$ cat src/rtl/txc_pkg.sv
package txc_pkg;

    localparam int          REG_W        = 16;
    localparam int          KEY_LSB      = 8;
    localparam int          KEY_W        = REG_W - KEY_LSB;
    localparam logic [KEY_W-1:0] UNLOCK_VAL = 8'hA5;
    localparam int          BIT_CORE_RST = 0;
    localparam int          BIT_FLUSH    = 1;

    typedef struct packed {
        logic flush;
        logic core_rst;
    } txc_ctrl_t;

    typedef enum logic [1:0] {
        FL_IDLE   = 2'd0,
        FL_TOGGLE = 2'd1,
        FL_CLOCKS = 2'd2
    } fl_state_e;

    typedef struct packed {
        logic lanes_on;
        logic clk_on;
        logic busy;
    } fl_drive_t;

    function automatic logic unlock_ok(input logic [REG_W-1:0] d);
        return d[REG_W-1:KEY_LSB] == UNLOCK_VAL;
    endfunction

    function automatic txc_ctrl_t decode_ctrl(input logic [REG_W-1:0] d);
        txc_ctrl_t c;
        c.flush    = d[BIT_FLUSH];
        c.core_rst = d[BIT_CORE_RST];
        return c;
    endfunction

    function automatic logic [REG_W-1:0] pack_readback(input txc_ctrl_t c);
        logic [REG_W-1:0] r;
        r               = '0;
        r[BIT_FLUSH]    = c.flush;
        r[BIT_CORE_RST] = c.core_rst;
        return r;
    endfunction

    function automatic fl_drive_t drive_of(input fl_state_e s);
        fl_drive_t d;
        d.lanes_on = (s != FL_IDLE);
        d.clk_on   = (s == FL_CLOCKS);
        d.busy     = (s != FL_IDLE);
        return d;
    endfunction

endpackage

$ cat src/rtl/txc_key_reg.sv
module txc_key_reg
    import txc_pkg::*;
(
    input  logic             clk,
    input  logic             rst,
    input  logic             wr_en,
    input  logic [REG_W-1:0] wr_data,
    output txc_ctrl_t        ctrl_o,
    output logic [REG_W-1:0] rd_data_o
);

    txc_ctrl_t ctrl_q;
    logic      accept;

    assign accept = wr_en && unlock_ok(wr_data);

    always_ff @(posedge clk) begin
        if (rst) begin
            ctrl_q <= '0;
        end else if (accept) begin
            ctrl_q <= decode_ctrl(wr_data);
        end
    end

    assign ctrl_o    = ctrl_q;
    assign rd_data_o = pack_readback(ctrl_q);

endmodule

$ cat src/rtl/txc_flush_seq.sv
module txc_flush_seq
    import txc_pkg::*;
#(
    parameter int FLUSH_CLKS = 5
) (
    input  logic      clk,
    input  logic      rst,
    input  logic      flush_req,
    input  logic      hold_rst,
    output fl_drive_t drive_o
);

    localparam int CW = $clog2(FLUSH_CLKS + 1);
    localparam logic [CW-1:0] CNT_LOAD = CW'(FLUSH_CLKS - 1);

    fl_state_e     state_q;
    fl_state_e     state_d;
    logic [CW-1:0] cnt_q;
    logic [CW-1:0] cnt_d;
    logic          req_prev_q;
    logic          start;

    assign start = flush_req && !req_prev_q && !hold_rst;

    always_comb begin
        state_d = state_q;
        cnt_d   = cnt_q;
        if (hold_rst) begin
            state_d = FL_IDLE;
            cnt_d   = '0;
        end else begin
            unique case (state_q)
                FL_IDLE: begin
                    if (start) begin
                        state_d = FL_TOGGLE;
                    end
                end
                FL_TOGGLE: begin
                    state_d = FL_CLOCKS;
                    cnt_d   = CNT_LOAD;
                end
                FL_CLOCKS: begin
                    if (cnt_q == '0) begin
                        state_d = FL_IDLE;
                    end else begin
                        cnt_d = cnt_q - 1'b1;
                    end
                end
                default: begin
                    state_d = FL_IDLE;
                    cnt_d   = '0;
                end
            endcase
        end
    end

    always_ff @(posedge clk) begin
        if (rst) begin
            state_q    <= FL_IDLE;
            cnt_q      <= '0;
            req_prev_q <= 1'b0;
        end else begin
            state_q    <= state_d;
            cnt_q      <= cnt_d;
            req_prev_q <= flush_req;
        end
    end

    assign drive_o = drive_of(state_q);

endmodule

$ cat src/rtl/txc_out_gate.sv
module txc_out_gate
    import txc_pkg::*;
#(
    parameter int NUM_LANES = 2
) (
    input  fl_drive_t             drive_i,
    input  logic                  hold_rst,
    output logic [NUM_LANES-1:0]  txd_o,
    output logic                  clk_en_o,
    output logic                  busy_o
);

    for (genvar g = 0; g < NUM_LANES; g++) begin : g_lane
        assign txd_o[g] = drive_i.lanes_on && !hold_rst;
    end

    assign clk_en_o = drive_i.clk_on && !hold_rst;
    assign busy_o   = drive_i.busy && !hold_rst;

endmodule

$ cat src/rtl/txc_ctrl.sv
module txc_ctrl
    import txc_pkg::*;
#(
    parameter int NUM_LANES  = 2,
    parameter int FLUSH_CLKS = 5
) (
    input  logic                 clk,
    input  logic                 rst,
    input  logic                 wr_en,
    input  logic [15:0]          wr_data,
    output logic [15:0]          rd_data,
    output logic                 core_rst_o,
    output logic [NUM_LANES-1:0] txd_o,
    output logic                 txclk_en_o,
    output logic                 flush_busy_o
);

    txc_ctrl_t ctrl;
    fl_drive_t drive;

    txc_key_reg u_reg (
        .clk       (clk),
        .rst       (rst),
        .wr_en     (wr_en),
        .wr_data   (wr_data),
        .ctrl_o    (ctrl),
        .rd_data_o (rd_data)
    );

    txc_flush_seq #(.FLUSH_CLKS(FLUSH_CLKS)) u_seq (
        .clk       (clk),
        .rst       (rst),
        .flush_req (ctrl.flush),
        .hold_rst  (ctrl.core_rst),
        .drive_o   (drive)
    );

    txc_out_gate #(.NUM_LANES(NUM_LANES)) u_gate (
        .drive_i  (drive),
        .hold_rst (ctrl.core_rst),
        .txd_o    (txd_o),
        .clk_en_o (txclk_en_o),
        .busy_o   (flush_busy_o)
    );

    assign core_rst_o = ctrl.core_rst;

endmodule

$ cat config.mk
export PLATFORM = sky130hd
export DESIGN_NAME = txc_ctrl
export DESIGN_NICKNAME = d
export VERILOG_FILES = /design/src/rtl/txc_pkg.sv /design/src/rtl/txc_key_reg.sv /design/src/rtl/txc_flush_seq.sv /design/src/rtl/txc_out_gate.sv /design/src/rtl/txc_ctrl.sv
export SDC_FILE = /design/constraint.sdc
export NUM_CORES = 1
export LEC_CHECK = 0
export BUFFER_PORTS_ARGS = -buffer_cell sky130_fd_sc_hd__buf_2
export CELL_PAD_IN_SITES_DETAIL_PLACEMENT = 1
export CELL_PAD_IN_SITES_GLOBAL_PLACEMENT = 1
export CORE_MARGIN = 2
export CORE_UTILIZATION = 28
export CTS_CLUSTER_DIAMETER = 100
export DETAILED_ROUTE_END_ITERATION = 12
export PLACE_DENSITY_LB_ADDON = 0.25
export RECOVER_POWER = 50
export SETUP_SLACK_MARGIN = 0.02
export SYNTH_ARGS = -nofsm -noshare
export SYNTH_HDL_FRONTEND = slang
export SYNTH_SLANG_ARGS = --single-unit
$ cat constraint.sdc
create_clock -name clk -period 1.95 [get_ports clk]
set_input_delay 0.585 -clock clk [delete_from_list [all_inputs] [get_ports clk]]
set_output_delay 0.585 -clock clk [all_outputs]
set_load 0.05 [all_outputs]
==> results of run 1 <==
[flip-flops by register name, indices dropped and copies added, names as in the netlist]
signal,flops
u_seq.state_q,2
u_seq.cnt_q,3
u_seq.req_prev_q,1
u_reg.ctrl_o,2
[Yosys cell counts (2+ instances only)]
cell / number
sky130_fd_sc_hd__inv_1: 4
sky130_fd_sc_hd__nor2b_1: 3
sky130_fd_sc_hd__nor2_1: 3
sky130_fd_sc_hd__dfxtp_1: 8
sky130_fd_sc_hd__ha_1: 6
sky130_fd_sc_hd__buf_4: 18
sky130_fd_sc_hd__mux2i_1: 3
sky130_fd_sc_hd__a21oi_1: 3
sky130_fd_sc_hd__nand2b_1: 2
sky130_fd_sc_hd__nand2_1: 5
sky130_fd_sc_hd__o21ai_0: 2
[routing by layer]
metal / vias to the layer above / part of all wire (%) / GRT usage, %
li1: 250 / - / -
met1: 228 / 40 / 11.1
met2: 29 / 48 / 16.2
met3: 4 / 9.2 / 3.45
met4: 0 / 2.7 / 9.21
met5: - / 0 / 0
[power by group through the flow]
stage               sequential (mW)  clock (mW)  combinational (mW)
floorplan                     0.170           0               0.136
global placement              0.171           0               0.135
detailed placement            0.171           0               0.135
CTS                           0.167       0.145               0.136
global route                  0.167       0.146               0.146
finish                        0.167       0.133               0.137
[cell type report]
class                      instances  area [um^2]  share of cell area (%)
clock buffer                       3         22.5                    3.07
multi-input combinational         56          394                    53.7
timing repair buffer              20          108                    14.7
sequential                         8          160                    21.8
inverter                           4         15.0                    2.04
tap                               28         35.0                    4.77
[per-stage QoR]
stage / TNS (ns) / hold WS (ns)
after floorplan: 0 / 0.446
after global placement: 0 / 0.459
after detailed placement: 0 / 0.470
after CTS: 0 / 0.479
after global routing: -0.0348 / 0.502
final: 0 / 0.476
[repair_timing]
action / 4_1_cts / 5_1_grt
resized for setup: 2 / 6
pin swaps: 0 / 0
hold buffers: 0 / 0
endpoints found under the setup margin: 2 / 4
buffers inserted: 0 / 0
gates cloned: 0 / 0
[layout by cell type, fill, tap and decap left out, types with 3 or more instances in the layout]
cell type / count
sky130_fd_sc_hd__buf_4: 4
sky130_fd_sc_hd__conb_1: 14
sky130_fd_sc_hd__a21oi_1: 3
sky130_fd_sc_hd__inv_1: 4
sky130_fd_sc_hd__ha_1: 5
sky130_fd_sc_hd__dfxtp_1: 8
sky130_fd_sc_hd__clkbuf_4: 3
sky130_fd_sc_hd__nand2_1: 5
sky130_fd_sc_hd__buf_2: 14
sky130_fd_sc_hd__mux2i_1: 3
[final timing paths]
kind,start,to,slack (ns),cells past startpoint
worst max-delay path,u_seq.state_q[0]$_SDFFE_PP0P_,txclk_en_o,0.08,4
worst min-delay path,u_seq.cnt_q[1]$_SDFFE_PP0P_,u_seq.cnt_q[1]$_SDFFE_PP0P_,0.48,2
worst max register to register,u_seq.state_q[0]$_SDFFE_PP0P_,u_seq.cnt_q[2]$_SDFFE_PP0P_,0.36,5
worst min register to register,u_seq.cnt_q[1]$_SDFFE_PP0P_,u_seq.cnt_q[1]$_SDFFE_PP0P_,0.48,2
[critical path: cells and delay by family (launching register included)]
kind          cells  cell delay (ns)
flops             1             0.33
simple gates      1             0.16
fa+ha+maj         1             0.25
buf+inv           2             0.30
[logic make-up (layout without fill, tap and decap cells)]
family	after synthesis	after routing	share of synthesized area (%)
compound gates	7	7	7.78
xor+xnor	1	1	1.36
fa+ha+maj	6	6	11.7
buf+inv	22	27	23.3
flops	8	8	24.9
mux	4	4	6.42
other cells	1	14	0.583
simple gates	24	24	23.9
==> insert_results.sql, run 1 <==
INSERT INTO impl_metrics (metric_group, metric, value, unit) VALUES
('layout', 'final_cell_count_no_fill', '119', ''),
('place', 'dp.final_hpwl', '978', 'um'),
('place', 'place_inst', '116', ''),
('routing', 'routed_wire_length_per_instance', '9.72', 'um'),
('sta', 'finalHoldViolCount', '0', ''),
('logic_synthesis', 'post-synth-top-area-fraction', '24.9', '%'),
('floorplan', 'die_height', '51.9', 'um'),
('pwr', 'pwr-share-comb', '31.3', '%'),
('clock_tree', 'clock_sinks', '8', ''),
('run_status', 'outcome', 'complete, no violations', ''),
('logic_synthesis', 'ys_seq_elements', '8', ''),
('layout', 'post-route-util', '33.5', '%'),
('logic_synthesis', 'synth_sequential_area_ratio', '24.9', '%'),
('sta', 'unrepaired_setup_endpoints_after_global_routing', 'true', ''),
('place', 'placement.cell_area', '704', 'um^2'),
('setup_path', 'worstPathRequired', '1.36', 'ns'),
('logic_synthesis', 'number_of_enable_flip_flop_cells_after_synthesis', '0', ''),
('floorplan', 'floorplan.die.width', '51.9', 'um'),
('global_route', 'grt_overflow', '0', ''),
('layout', 'num_antenna_cells', '0', ''),
('clock_tree', 'total_cts_buffers', '3', ''),
('setup_path', 'startpoint_type_of_the_worst_setup_path', 'flop', ''),
('sta', 'setup_viol', '0', ''),
('logic_synthesis', 'post-synth-top-area-cell', 'sky130_fd_sc_hd__dfxtp_1', ''),
('routing', 'initial_drt_markers', '5', ''),
('logic_synthesis', 'post_synth_num_cell_types', '27', ''),
('setup_path', 'critical_path_peak_fanout', '6', ''),
('logic_synthesis', 'yosys_warnings', '0', ''),
('setup_path', 'cp_slowest_cell', 'sky130_fd_sc_hd__dfxtp_1', ''),
('routing', 'drt_pre_antenna_iters', '4', ''),
('min_path', 'min_path_type', 'flop to flop', ''),
('layout', 'finish.instance_area', '734', 'um^2'),
('floorplan', 'fp.coreArea', '2190', 'um^2'),
('layout', 'filler_cell_count_in_the_final_layout', '268', ''),
('global_route', 'grt.total_usage', '10.4', '%'),
('setup_path', 'max_stage_delay', '0.33', 'ns'),
('clock_tree', 'cts.htree.levels', '1', ''),
('global_route', 'grt_first_pass_wirelength', '1.97', 'mm'),
('logic_synthesis', 'synth_top_cells_by_area', 'sky130_fd_sc_hd__dfxtp_1, sky130_fd_sc_hd__buf_4, sky130_fd_sc_hd__ha_1', ''),
('setup_path', 'worstSetupEndpointType', 'output pin', ''),
('global_route', 'initial_antenna_violation_count', '0', ''),
('sta', 'post-route-worst-setup-slack', '0.0785', 'ns'),
('routing', 'ant_nets', '0', ''),
('layout', 'finalNetCount', '118', ''),
('setup_path', 'critical_path_arrival', '1.29', 'ns'),
('pwr', 'p_sw_share', '38.8', '%'),
('clock_tree', 'worst_setup_hold_path_clk_slew', '0.06', 'ns'),
('sta', 'finalCritPeriodShare', '96.0', '%'),
('place', 'placement.io_buffers', '19', ''),
('routing', 'via_per_inst', '4.29', ''),
('logic_synthesis', 'number_of_instances_in_the_synthesized_netlist', '73', ''),
('pwr', 'power_frac_clock', '30.4', '%'),
('clock_tree', 'cts_tree', 'built', ''),
('pwr', 'p_leak', '0.334', 'nW'),
('flow_run', 'cap_violations', '0', ''),
('clock_tree', 'ctsRootBufferMaster', 'sky130_fd_sc_hd__clkbuf_4', ''),
('layout', 'area_growth', '14.2', '%'),
('pwr', 'seqPwrFrac', '38.3', '%'),
('floorplan', 'die_area', '2700', 'um^2'),
('sta', 'drv_slew', '0', ''),
('routing', 'drc', '0', ''),
('sta', 'max_freq', '0.534', 'GHz'),
('sta', 'finalWorstPathRequiredPeriod', '1.87', 'ns'),
('global_route', 'pin_count_of_the_biggest_net_entering_global_routing', '9', ''),
('logic_synthesis', 'post_synthesis_async_set_or_reset_flop_share', '0', '%'),
('pwr', 'peakVddDrop', '293', 'uV'),
('clock_tree', 'clk-insertion-delay-late', '0.26', 'ns'),
('global_route', 'vias_in_the_first_global_route', '490', ''),
('pwr', 'power_density_relative_to_cell_area', '594', 'nW/um^2'),
('pwr', 'netSwitchingPower', '169', 'uW'),
('logic_synthesis', 'syn-cell-area', '643', 'um^2');
No activity file was read; power rests on OpenSTA's default activity.
==> run 2, diff against run 1 <==
--- a/config.mk
+++ b/config.mk
@@ -13,7 +13,6 @@
 export CTS_CLUSTER_DIAMETER = 100
 export DETAILED_ROUTE_END_ITERATION = 12
 export PLACE_DENSITY_LB_ADDON = 0.25
-export RECOVER_POWER = 50
 export SETUP_SLACK_MARGIN = 0.02
 export SYNTH_ARGS = -nofsm -noshare
 export SYNTH_HDL_FRONTEND = slang
==> run 2 against run 1 <==
Final cell count unchanged. Maximum frequency about the same. Routed wire length about the same. Sequential share of layout area shrank 0.15 points. Core utilization increased by 0.23 points. Hold slack hardly changed. Register-to-register slack gained 0.02 ns. Setup slack barely moved. Critical endpoint unchanged. Critical path depth unchanged. Via count down 0.98%. Largest cell class unchanged. Sequential power is essentially flat.
==> insert_results.sql, run 2 (synthesis gave the netlist of run 1 again) <==
INSERT INTO impl_metrics (metric_group, metric, value, unit) VALUES
('min_path', 'min_path_type', 'flop to flop', ''),
('sta', 'fin_skew', '0.00163', 'ns'),
('floorplan', 'boundaryPins', '40', ''),
('layout', 'finalNetCount', '118', ''),
('place', 'dp.final_hpwl', '978', 'um'),
('place', 'placement.io_buffers', '19', ''),
('layout', 'mostFrequentLayoutCell', 'sky130_fd_sc_hd__buf_2', ''),
('routing', 'ant_nets', '0', ''),
('setup_path', 'startpoint_type_of_the_worst_setup_path', 'flop', ''),
('layout', 'layout.cells.most_common_list', 'sky130_fd_sc_hd__buf_2, sky130_fd_sc_hd__conb_1, sky130_fd_sc_hd__dfxtp_1', ''),
('routing', 'via_per_inst', '4.25', ''),
('min_path', 'worst_hold_path.endpoint', 'u_seq.cnt_q[1]$_SDFFE_PP0P_', ''),
('min_path', 'hold-path-cell-count', '2', ''),
('clock_tree', 'holdBufCountCts', '0', ''),
('layout', 'post_route_cells_drive_above_1_share', '34.1', '%'),
('setup_path', 'rr_worst_depth', '5', ''),
('setup_path', 'worstSetupEndpointType', 'output pin', ''),
('pwr', 'peakVddDrop', '293', 'uV'),
('clock_tree', 'clockBufferDepth', '2', ''),
('setup_path', 'crit_chain', 'inv_1, ha_2, nor2b_2, buf_4', ''),
('clock_tree', 'clock_sinks', '8', ''),
('floorplan', 'placementRows', '17', ''),
('global_route', 'initial_antenna_violation_count', '0', ''),
('run_status', 'outcome', 'complete, no violations', ''),
('global_route', 'grt_first_pass_wirelength', '1.97', 'mm'),
('setup_path', 'cp_slowest_cell', 'sky130_fd_sc_hd__dfxtp_1', ''),
('sta', 'post-route-worst-setup-slack', '0.0784', 'ns'),
('clock_tree', 'worst_setup_hold_path_clk_slew', '0.06', 'ns'),
('routing', 'drc', '0', ''),
('setup_path', 'timing.rr.end', 'u_seq.cnt_q[2]$_SDFFE_PP0P_', ''),
('layout', 'area_growth', '15.0', '%'),
('clock_tree', 'clk-insertion-delay-late', '0.26', 'ns'),
('routing', 'routed-via-count', '506', ''),
('sta', 'whs', '0.476', 'ns'),
('clock_tree', 'total_cts_buffers', '3', ''),
('clock_tree', 'cts_tree', 'built', ''),
('clock_tree', 'post_cts.repair.setup_buffers', '0', ''),
('routing', 'routed_wire_length_per_instance', '9.73', 'um'),
('sta', 'finalCritPeriodShare', '96.0', '%'),
('clock_tree', 'cts.htree.levels', '1', ''),
('floorplan', 'floorplan.die.width', '51.9', 'um'),
('setup_path', 'worstSetupPathType', 'flop to output pin', ''),
('routing', 'finalWirelength', '1.16', 'mm'),
('flow_run', 'cap_violations', '0', ''),
('place', 'routabilityCongestion', '0.688', ''),
('setup_path', 'critical_path_peak_fanout', '6', ''),
('sta', 'drv_slew', '0', ''),
('global_route', 'pin_count_of_the_biggest_net_entering_global_routing', '9', ''),
('floorplan', 'fp.coreArea', '2190', 'um^2'),
('sta', 'max_freq', '0.534', 'GHz'),
('global_route', 'vias_in_the_first_global_route', '490', ''),
('sta', 'finalHoldViolCount', '0', ''),
('floorplan', 'floorplan.initialDensity', '29.4', '%'),
('routing', 'initial_drt_markers', '4', ''),
('setup_path', 'family_with_the_most_delay_on_the_worst_path', 'flip-flops', ''),
('floorplan', 'die_height', '51.9', 'um'),
('setup_path', 'max_stage_delay', '0.33', 'ns'),
('global_route', 'grt.total_usage', '10.4', '%'),
('pwr', 'power_density_relative_to_cell_area', '593', 'nW/um^2'),
('setup_path', 'regToRegStartpoint', 'u_seq.state_q[0]$_SDFFE_PP0P_', ''),
('setup_path', 'worst-path-buf-inv', '2', ''),
('sta', 'finalWorstPathRequiredPeriod', '1.87', 'ns'),
('layout', 'num_antenna_cells', '0', ''),
('sta', 'unrepaired_setup_endpoints_after_global_routing', 'true', ''),
('layout', 'largest_reg_flops', '3', ''),
('floorplan', 'die_area', '2700', 'um^2'),
('pwr', 'p_leak', '0.340', 'nW'),
('layout', 'filler_cell_count_in_the_final_layout', '269', ''),
('sta', 'setup_viol', '0', ''),
('layout', 'top_register', 'u_seq.cnt_q', ''),
('place', 'dpl_worst_slack', '0.230', 'ns'),
('clock_tree', 'ctsRootBufferMaster', 'sky130_fd_sc_hd__clkbuf_4', ''),
('setup_path', 'reg2reg_setup_slack', '0.38', 'ns'),
('routing', 'drt_pre_antenna_iters', '4', ''),
('setup_path', 'worstPathRequired', '1.36', 'ns'),
('setup_path', 'critical_path_arrival', '1.29', 'ns'),
('global_route', 'grt_overflow', '0', ''),
('min_path', 'hold_path_startpoint', 'u_seq.cnt_q[1]$_SDFFE_PP0P_', '');
-- run 2: cell count changes in the layout (fill, tap and decap cells not counted), sizes merged --
cell	delta
clkbuf	-2
buf	+2
-- run 2: what timing repair did --
action | CTS | global route
gates resized for setup | 2 | 6
endpoints found under the setup margin | 2 | 4
cloned | 0 | 0
pin swaps | 0 | 0
-- run 2: tightest hold or removal path, stage by stage, from the launching register on --
cell                      delay (ns)
sky130_fd_sc_hd__dfxtp_1        0.30
sky130_fd_sc_hd__o21ai_0        0.07
sky130_fd_sc_hd__a21oi_1        0.06
-- run 2: through the flow --
step	power, mW	setup TNS, ns	area [um^2]	std cells	util (%)
after floorplan	0.307	0	702	86	-
after global placement	0.305	0	704	116	32.2
after detailed placement	0.306	0	704	116	32.2
after CTS	0.448	0	732	119	33.4
after global routing	0.462	-0.0348	739	119	33.8
final	0.439	0	739	119	33.8
-- run 2: worst max-delay path by stage --
stage	cells after the start	start	slack, ns	endpoint
global placement	4	u_seq.state_q[0]$_SDFFE_PP0P_	0.24	txclk_en_o
finish	4	u_seq.state_q[0]$_SDFFE_PP0P_	0.08	txclk_en_o
global route	4	u_seq.state_q[0]$_SDFFE_PP0P_	-0.03	txclk_en_o
floorplan	4	u_seq.state_q[0]$_SDFFE_PP0P_	0.10	txd_o[0]
CTS	4	u_seq.state_q[0]$_SDFFE_PP0P_	0.02	flush_busy_o
detailed placement	4	u_seq.state_q[0]$_SDFFE_PP0P_	0.23	txclk_en_o
-- run 2: power breakdown --
group	leakage [nW]	switching, mW	internal, mW
clock network	0.0138	0.0619	0.0708
registers	0.0644	0.00168	0.166
logic	0.262	0.106	0.0328
total	0.340	0.169	0.269
-- run 2: cell type report --
type                    count  area [um^2]  area share, %
multi-input cells          56          394           53.3
flip-flops and latches      8          160           21.7
repair buffers             20          113           15.2
well taps                  28         35.0           4.74
clock buffers               3         22.5           3.05
inverters                   4         15.0           2.03
-- run 2: routing by layer --
metal / part of all wire (%) / track usage (%)
met5: 0 / 0
met4: 2.7 / 9.21
met3: 8.9 / 3.45
met1: 40 / 11.1
met2: 48 / 16.2
==> run 3, diff against run 2 <==
--- a/config.mk
+++ b/config.mk
@@ -8,6 +8,7 @@
 export BUFFER_PORTS_ARGS = -buffer_cell sky130_fd_sc_hd__buf_2
 export CELL_PAD_IN_SITES_DETAIL_PLACEMENT = 1
 export CELL_PAD_IN_SITES_GLOBAL_PLACEMENT = 1
+export CORE_ASPECT_RATIO = 0.9
 export CORE_MARGIN = 2
 export CORE_UTILIZATION = 28
 export CTS_CLUSTER_DIAMETER = 100
==> constraint.sdc (replaced) <==
create_clock -name clk -period 1.95 [get_ports clk]
set_input_delay 0.0975 -clock clk [delete_from_list [all_inputs] [get_ports clk]]
set_output_delay 0.0975 -clock clk [all_outputs]
set_load 0.05 [all_outputs]
==> run 3 against run 2 <==
Maximum frequency increased by 19%. First-iteration DRC count shrank 100%. Via count decreased by 5.7%. Clock skew increased by 0.0071 ns. Largest power group unchanged.
==> insert_results.sql, run 3 (synthesis gave the netlist of run 1 again) <==
INSERT INTO impl_metrics (metric_group, metric, value, unit) VALUES
('floorplan', 'floorplan.die.width', '54.5', 'um'),
('sta', 'fin_skew', '0.00872', 'ns'),
('floorplan', 'placementRows', '16', ''),
('global_route', 'grt.total_usage', '11.2', '%'),
('pwr', 'pwr-share-comb', '30.6', '%'),
('setup_path', 'startpoint_type_of_the_worst_setup_path', 'flop', ''),
('clock_tree', 'total_cts_buffers', '3', ''),
('setup_path', 'critical_path_peak_fanout', '8', ''),
('routing', 'via_per_inst', '4.04', ''),
('place', 'routabilityCongestion', '0.753', ''),
('layout', 'final_cell_count_no_fill', '118', ''),
('layout', 'num_antenna_cells', '0', ''),
('floorplan', 'fp.coreArea', '2180', 'um^2'),
('clock_tree', 'clockBufferDepth', '2', ''),
('setup_path', 'family_with_the_most_delay_on_the_worst_path', 'buffers and inverters', ''),
('min_path', 'min_path_type', 'primary input to flop', ''),
('routing', 'finalWirelength', '1.26', 'mm'),
('setup_path', 'crit_chain', 'inv_1, ha_1, nor2_1, buf_2', ''),
('pwr', 'p_int', '263', 'uW'),
('layout', 'area_growth', '11.3', '%'),
('setup_path', 'worstSetupPathType', 'flop to output pin', ''),
('pwr', 'seqPwrFrac', '39.2', '%'),
('pwr', 'power_density_relative_to_cell_area', '597', 'nW/um^2'),
('run_status', 'outcome', 'complete, no violations', ''),
('sta', 'finalHoldViolCount', '0', ''),
('global_route', 'initial_antenna_violation_count', '0', ''),
('routing', 'drc', '0', ''),
('place', 'dp.final_hpwl', '1.07', 'mm'),
('layout', 'post_route_cells_drive_above_1_share', '30.8', '%'),
('clock_tree', 'clock_sinks', '8', ''),
('layout', 'finalNetCount', '118', ''),
('routing', 'ant_nets', '0', ''),
('pwr', 'p_sw_share', '38.5', '%'),
('global_route', 'pin_count_of_the_biggest_net_entering_global_routing', '9', ''),
('flow_run', 'cap_violations', '0', ''),
('sta', 'drv_slew', '0', ''),
('floorplan', 'die_area', '2700', 'um^2'),
('layout', 'largest_reg_flops', '3', ''),
('sta', 'finalCritPeriodShare', '80.3', '%'),
('place', 'place_inst', '115', ''),
('sta', 'setup_viol', '0', ''),
('floorplan', 'floorplan.initialDensity', '29.5', '%'),
('routing', 'drt_pre_antenna_iters', '1', ''),
('sta', 'unrepaired_setup_endpoints_after_global_routing', 'false', ''),
('routing', 'initial_drt_markers', '0', ''),
('layout', 'mostFrequentLayoutCell', 'sky130_fd_sc_hd__buf_2', ''),
('routing', 'routed_wire_length_per_instance', '10.7', 'um'),
('setup_path', 'cp_slowest_cell', 'sky130_fd_sc_hd__dfxtp_1', ''),
('layout', 'top_register', 'u_seq.cnt_q', ''),
('setup_path', 'max_stage_delay', '0.36', 'ns'),
('clock_tree', 'cts.htree.levels', '1', ''),
('clock_tree', 'cts_repair_resize_count', '0', ''),
('global_route', 'vias_in_the_first_global_route', '508', ''),
('sta', 'max_freq', '0.638', 'GHz'),
('clock_tree', 'holdBufCountCts', '0', ''),
('sta', 'whs', '0.0989', 'ns'),
('floorplan', 'die_height', '49.5', 'um'),
('pwr', 'power_frac_clock', '30.2', '%'),
('layout', 'layout.cells.most_common_list', 'sky130_fd_sc_hd__buf_2, sky130_fd_sc_hd__conb_1, sky130_fd_sc_hd__dfxtp_1', ''),
('global_route', 'grt_overflow', '0', ''),
('pwr', 'peakVddDrop', '376', 'uV'),
('clock_tree', 'clk-insertion-delay-late', '0.26', 'ns'),
('setup_path', 'worstPathRequired', '1.85', 'ns'),
('global_route', 'grt_first_pass_wirelength', '2.21', 'mm'),
('routing', 'routed-via-count', '477', ''),
('setup_path', 'worst-path-buf-inv', '2', ''),
('pwr', 'p_leak', '0.343', 'nW'),
('setup_path', 'critical_path_arrival', '1.47', 'ns'),
('clock_tree', 'worst_setup_hold_path_clk_slew', '0.05', 'ns'),
('clock_tree', 'ctsRootBufferMaster', 'sky130_fd_sc_hd__clkbuf_4', ''),
('sta', 'final_setup_tns', '0', 'ns'),
('pwr', 'netSwitchingPower', '164', 'uW'),
('sta', 'finalWorstPathRequiredPeriod', '1.57', 'ns'),
('setup_path', 'worstSetupEndpointType', 'output pin', ''),
('clock_tree', 'cts_tree', 'built', ''),
('floorplan', 'boundaryPins', '40', ''),
('clock_tree', 'post_cts.repair.setup_buffers', '0', ''),
('place', 'placement.io_buffers', '19', '');
-- run 3: path summary, 6_finish.rpt --
| path | start | end | slack [ns] | cells after the start |
|---|---|---|---|---|
| worst max-delay path | u_seq.state_q[0]$_SDFFE_PP0P_ | flush_busy_o | 0.38 | 4 |
| worst min-delay path | rst | u_seq.req_prev_q$_SDFF_PP0_ | 0.1 | 2 |
| worst max register to register | u_seq.state_q[0]$_SDFFE_PP0P_ | u_seq.cnt_q[2]$_SDFFE_PP0P_ | 0.40 | 5 |
| worst min register to register | u_seq.cnt_q[1]$_SDFFE_PP0P_ | u_seq.cnt_q[1]$_SDFFE_PP0P_ | 0.48 | 2 |
-- run 3: layout make-up --
cell class | instances | area, um^2
tap | 27 | 33.8
multi-input combinational | 56 | 382
sequential | 8 | 160
fill | 284 | 1470
timing repair buffer | 20 | 103
clock buffer | 3 | 22.5
inverter | 4 | 15.0
-- run 3: power by group through the flow --
stage	clock network (mW)	logic [mW]	registers, mW
after floorplan	0	0.135	0.170
after global placement	0	0.130	0.171
after detailed placement	0	0.131	0.171
after CTS	0.137	0.131	0.167
after global routing	0.148	0.140	0.168
final	0.129	0.131	0.167
-- run 3: per-layer routing --
metal  vias up  routed length [um]  part of all wire (%)  global-route usage [%]
met5         -                   0                     0                       0
met1       216                 509                    40                    13.4
li1        248                   -                     -                       -
met2        13                 685                    54                    18.5
met4         0                   0                     0                    1.25
met3         0                  68                   5.4                    5.45
-- run 3: per-stage QoR --
step | utilization (%) | worst slack, ns | power [mW] | cell area (um^2)
3_3_place_gp | 31.8 | 0.424 | 0.301 | 693
4_1_cts | 32.8 | 0.359 | 0.435 | 716
3_5_place_dp | 31.8 | 0.392 | 0.302 | 693
6_report | 32.8 | 0.384 | 0.427 | 716
5_1_grt | 32.8 | 0.263 | 0.456 | 716
2_1_floorplan | - | 0.123 | 0.305 | 692
